## config.mk

```make
export PLATFORM = sky130hd
export DESIGN_NAME = level_latch_bank
export DESIGN_NICKNAME = d
export VERILOG_FILES = /design/src/rtl/llb_pkg.sv /design/src/rtl/llb_sync.sv /design/src/rtl/llb_latch.sv /design/src/rtl/llb_regs.sv /design/src/rtl/level_latch_bank.sv
export SDC_FILE = /design/constraint.sdc
export NUM_CORES = 1
export LEC_CHECK = 0
export ABC_AREA = 0
export BUFFER_PORTS_ARGS = -buffer_cell sky130_fd_sc_hd__buf_2
export CORE_ASPECT_RATIO = 0.8
export CORE_MARGIN = 1.5
export CORE_UTILIZATION = 30
export CTS_CLUSTER_DIAMETER = 200
export DETAILED_ROUTE_END_ITERATION = 7
export GPL_ROUTABILITY_DRIVEN = 0
export SYNTH_ARGS = -nofsm -noshare
export SYNTH_HDL_FRONTEND = slang
export SYNTH_SLANG_ARGS = --single-unit
export TNS_END_PERCENT = 10
```

## constraint.sdc

```tcl
create_clock -name clk -period 5.02 [get_ports clk]
set_clock_uncertainty 0.05 [all_clocks]
set_input_delay 0.753 -clock clk [delete_from_list [all_inputs] [get_ports clk]]
set_output_delay 0.753 -clock clk [all_outputs]
set_load 0.05 [all_outputs]
```

## src/rtl/llb_pkg.sv

```systemverilog
package llb_pkg;

    localparam int LLB_DATA_W = 32;
    localparam int LLB_ADDR_W = 8;

    typedef enum logic [LLB_ADDR_W-1:0] {
        OFF_ENABLE = 8'h00,
        OFF_RAW    = 8'h04,
        OFF_MASKED = 8'h08,
        OFF_CLEAR  = 8'h0C,
        OFF_LEVEL  = 8'h10,
        OFF_MODE   = 8'h14
    } reg_off_e;

    typedef enum logic [2:0] {
        SEL_ENABLE,
        SEL_RAW,
        SEL_MASKED,
        SEL_CLEAR,
        SEL_LEVEL,
        SEL_MODE,
        SEL_NONE
    } reg_sel_e;

    function automatic reg_sel_e decode_offset(input logic [LLB_ADDR_W-1:0] a);
        reg_sel_e s;
        case (a)
            OFF_ENABLE: s = SEL_ENABLE;
            OFF_RAW:    s = SEL_RAW;
            OFF_MASKED: s = SEL_MASKED;
            OFF_CLEAR:  s = SEL_CLEAR;
            OFF_LEVEL:  s = SEL_LEVEL;
            OFF_MODE:   s = SEL_MODE;
            default:    s = SEL_NONE;
        endcase
        return s;
    endfunction

endpackage

```

## src/rtl/llb_sync.sv

```systemverilog
module llb_sync #(
    parameter int W      = 8,
    parameter int STAGES = 2
) (
    input  logic         clk,
    input  logic         rst,
    input  logic [W-1:0] async_in,
    output logic [W-1:0] sync_out
);
    logic [W-1:0] stage_q [STAGES];

    generate
        for (genvar s = 0; s < STAGES; s++) begin : g_stage
            if (s == 0) begin : g_first
                always_ff @(posedge clk) begin
                    if (rst) stage_q[0] <= '0;
                    else     stage_q[0] <= async_in;
                end
            end else begin : g_next
                always_ff @(posedge clk) begin
                    if (rst) stage_q[s] <= '0;
                    else     stage_q[s] <= stage_q[s-1];
                end
            end
        end
    endgenerate

    assign sync_out = stage_q[STAGES-1];
endmodule

```

## src/rtl/llb_latch.sv

```systemverilog
module llb_latch #(
    parameter int W = 8
) (
    input  logic         clk,
    input  logic         rst,
    input  logic [W-1:0] lvl,
    input  logic [W-1:0] active_low,
    input  logic         clr_stb,
    input  logic [W-1:0] clr_bits,
    output logic [W-1:0] status
);
    generate
        for (genvar c = 0; c < W; c++) begin : g_chan
            logic hit;
            logic drop;
            assign hit  = lvl[c] ^ active_low[c];
            assign drop = clr_stb & clr_bits[c];
            always_ff @(posedge clk) begin
                if (rst)       status[c] <= 1'b0;
                else if (hit)  status[c] <= 1'b1;
                else if (drop) status[c] <= 1'b0;
            end
        end
    endgenerate
endmodule

```

## src/rtl/llb_regs.sv

```systemverilog
module llb_regs
    import llb_pkg::*;
#(
    parameter int W = 8
) (
    input  logic                  clk,
    input  logic                  rst,
    input  logic                  wr,
    input  logic [LLB_ADDR_W-1:0] addr,
    input  logic [LLB_DATA_W-1:0] wdata,
    input  logic [W-1:0]          status,
    output logic [W-1:0]          enable,
    output logic [W-1:0]          active_low,
    output logic                  clr_stb,
    output logic [W-1:0]          clr_bits,
    output logic [W-1:0]          masked,
    output logic [LLB_DATA_W-1:0] rdata
);
    reg_sel_e sel;
    logic [W-1:0] wbits;

    assign sel   = decode_offset(addr);
    assign wbits = wdata[W-1:0];

    generate
        if (W < LLB_DATA_W) begin : g_hi
            logic wdata_unused_hi;
            assign wdata_unused_hi = ^wdata[LLB_DATA_W-1:W];
        end
    endgenerate

    always_ff @(posedge clk) begin
        if (rst) begin
            enable     <= '0;
            active_low <= '0;
        end else if (wr) begin
            if (sel == SEL_ENABLE) enable     <= wbits;
            if (sel == SEL_LEVEL)  active_low <= wbits;
        end
    end

    assign clr_stb  = wr && (sel == SEL_CLEAR);
    assign clr_bits = wbits;
    assign masked   = status & enable;

    always_comb begin
        rdata = '0;
        case (sel)
            SEL_ENABLE: rdata[W-1:0] = enable;
            SEL_RAW:    rdata[W-1:0] = status;
            SEL_MASKED: rdata[W-1:0] = masked;
            SEL_LEVEL:  rdata[W-1:0] = active_low;
            default:    rdata = '0;
        endcase
    end
endmodule

```

## src/rtl/level_latch_bank.sv

```systemverilog
module level_latch_bank
    import llb_pkg::*;
#(
    parameter int NUM_CH      = 8,
    parameter int SYNC_STAGES = 2
) (
    input  logic                  clk,
    input  logic                  rst,
    input  logic                  reg_wr,
    input  logic [LLB_ADDR_W-1:0] reg_addr,
    input  logic [LLB_DATA_W-1:0] reg_wdata,
    output logic [LLB_DATA_W-1:0] reg_rdata,
    input  logic [NUM_CH-1:0]     evt_in,
    output logic                  irq_out
);
    logic [NUM_CH-1:0] lvl_sync;
    logic [NUM_CH-1:0] status_q;
    logic [NUM_CH-1:0] cfg_en;
    logic [NUM_CH-1:0] cfg_low;
    logic              clr_stb;
    logic [NUM_CH-1:0] clr_bits;
    logic [NUM_CH-1:0] masked;

    llb_sync #(.W(NUM_CH), .STAGES(SYNC_STAGES)) sync_i (
        .clk(clk), .rst(rst), .async_in(evt_in), .sync_out(lvl_sync)
    );

    llb_latch #(.W(NUM_CH)) latch_i (
        .clk(clk), .rst(rst), .lvl(lvl_sync), .active_low(cfg_low),
        .clr_stb(clr_stb), .clr_bits(clr_bits), .status(status_q)
    );

    llb_regs #(.W(NUM_CH)) regs_i (
        .clk(clk), .rst(rst), .wr(reg_wr), .addr(reg_addr), .wdata(reg_wdata),
        .status(status_q), .enable(cfg_en), .active_low(cfg_low),
        .clr_stb(clr_stb), .clr_bits(clr_bits), .masked(masked),
        .rdata(reg_rdata)
    );

    assign irq_out = |masked;
endmodule

```

==> results.md <==
* Placed insts at 326
* TNS Setup at 0 ps
* TritonCTS clock tree: built
* Via/cell ratio at around 4.3
* Mapped Cells at between 200 and 250
* Die X at between 90 and 100 microns
* DIE HEIGHT at 75.1 microns
* Drc violations at 0
* Period utilisation layout at 0.644
* Post-CTS Setup Bufs at 0
* Most frequent cells in the layout: dfxtp_1, buf_2, conb_1
* CP Cell Sequence: buf_2 > or4_4 > nor2_1 > o21a_1 > buf_2
* Clk_lat worst skew at around 280 ps
* Grt met2 use at 0.174
* Commonest non-fill, non-tap cell in the layout: dfxtp_1
* Normalized max-slew margin at 0.473
* Synth top area share at 0.411
* F_max at between 0.3 and 0.4 GHz
* Worst Path Arrival at around 2400 ps
* Delay-heaviest family, CP: simple AND/OR/NAND/NOR gates
* Final design utilization at 0.346
* Die ar. at ~7000 sq um
* CTS hold repair buffers at 0
* Top Usage Layer GRT: met2
* Setup crit end kind: output pin
* Share of cells above drive strength 1 at 0.185
* Routed WL at 4000 microns
* Largest net degree at the start of global routing at a little over 40
* Number of fill cells at just under 700
* # rows at 26
* Post-synth top area cell: dfxtp_1
* Sinks on Clock Net at 40
* Clock Tree Buf Depth at 2
* Nets at 300
* Starting density of the core at 0.307
* Avg WL per Cell at between 10 and 15 microns
* Worst setup SP type: primary input
* Grt met1 use at 0.161
* Max Cap Violations at 0
* Final Max Slew Viols at 0
* P&R area growth vs syn at 12.6%
* Crit Path Category: in2out
* Worst path bufs/invs at 2
* DP HPWL at roughly 2800 microns
* Clock H-tree levels at 2
* Ports at 84
* Initial DRC Count at 30
* HP Class: reg2reg
* Post-CTS resize count at 0
* Average footprint of a synthesized cell at around 8.9 sq um
* Worst VDD drop at 0.150 mV
* Lkg Pwr at between 0.0008 and 0.0009 uW
* Vias in the first global route at between 1,000 and 1,500
* Most used cell, CP: buf_2
* Final min period at 3230 ps
* Yosys warning count at 0
* Mapped Area at a little under 2000 sq um
* CTS root buf: clkbuf_8
* Clock transition at path regs at roughly 70 ps
* Grt total ovfl at 0
* Pwr Total at about 640 uW
* Total track usage at 0.115
* CTS buffer count at 5
* First-pass GRT wire length at between 6000 and 7000 microns
* Finished Layout Cells at around 330
* DRT Pass-1 Iters at 4
* Crit-path slowest cell: or4_4
* Unrepaired setup endpoints after global routing: no
* CP max stage delay at approximately 580 ps
* Via Count at about 1,400
* Yosys reg bits at 40
* Register area at between 800 and 900 sq um
* Hold Violations, Final at 0
* Status: complete, no violations
* Seq/Total Area, Yosys at 0.411
* Met3 Use GR at 0.0303
* ANT cells at 0
* Largest cells by area after synthesis: dfxtp_1, buf_4, mux2i_1
* Slew @ Worst Pin at approximately 790 ps
* Top fanout value on the critical path at 8
* # port buffers at 35
* Core area at ~6300 sq um
* Routed Antenna Nets at 0
* WP data required at 4220 ps
* PD cells at about 290 nW/um^2
* Cell variety after synth at 24
* Initial antenna violation count at 0
* Finish-stage setup viols at 0
* Area of the multi-input gates at 1020 sq um
[power by group]
part / switching (uW) / leakage (uW) / internal [uW] / total, uW
Combinational: 61.9 / 0.000466 / 19.1 / 81.0
Clock: 104 / 0.0000503 / 122 / 226
Sequential: 4.72 / 0.000327 / 327 / 332
Total: 170 / 0.000843 / 468 / 638
[layout make-up]
class / count / share of cell area
Clock buffer: 7 / 0.0439
Multi-Input combinational cell: 167 / 0.463
Sequential cell: 40 / 0.365
Tap cell: 84 / 0.0479
Timing Repair Buffer: 35 / 0.0799
[layer usage]
metal,vias up,wire length [microns]
met5,-,0
met1,641,1960
met3,5,192
li1,737,-
met2,38,1810
met4,0,40
[path summary, 6_finish.rpt]
path	start	end	slack, ps	cells after the start
max reg2reg	regs_i.active_low[3]$_SDFFE_PP0P_	latch_i.status[3]$_SDFFE_PP0P_	4240	2
min	sync_i.stage_q[0][6]$_SDFF_PP0_	sync_i.stage_q[1][6]$_SDFF_PP0_	390	1
max	reg_addr[7]	reg_rdata[0]	1790	5
min reg2reg	sync_i.stage_q[0][6]$_SDFF_PP0_	sync_i.stage_q[1][6]$_SDFF_PP0_	390	1
[synthesized netlist by cell type]
cell type and instances:
or4_4 1, and4b_1 1, clkbuf_1 10, nor3_4 2
nand2b_1 8, o21a_1 8, conb_1 1, buf_4 24
nor2_1 17, nand4_1 1, dfxtp_1 40, nor3b_1 1
mux2i_1 16, and2_1 8, or2_2 1, or4bb_1 1
a21oi_1 16, or4b_1 1, nor2b_1 17, xnor2_1 8
nand3b_1 8, nand2_1 16, o21ai_0 8, a22oi_1 4
[stage by stage]
| stage | hold slack, ps | setup slack [ps] | cell area [sq um] |
|---|---|---|---|
| 5_1_grt | 400 | 1710 | 2190 |
| 3_5_place_dp | 373 | 1760 | 2100 |
| 2_1_floorplan | 364 | 2100 | 2030 |
| 4_1_cts | 390 | 1760 | 2190 |
| 3_3_place_gp | 368 | 1770 | 2100 |
| 6_report | 386 | 1790 | 2190 |
[logic make-up after synthesis]
| group | share of synthesized area |
|---|---|
| buf+inv | 0.112 |
| compound gates | 0.108 |
| simple gates | 0.249 |
| other cells | 0.00192 |
| flops | 0.411 |
| mux | 0.0822 |
| xor+xnor | 0.0360 |
[state kept, by name, indices dropped and copies added, names as in the netlist]
name,cells
sync_i.stage_q,16
latch_i.status,8
regs_i.enable,8
regs_i.active_low,8
(Power assumes the default switching activity.)
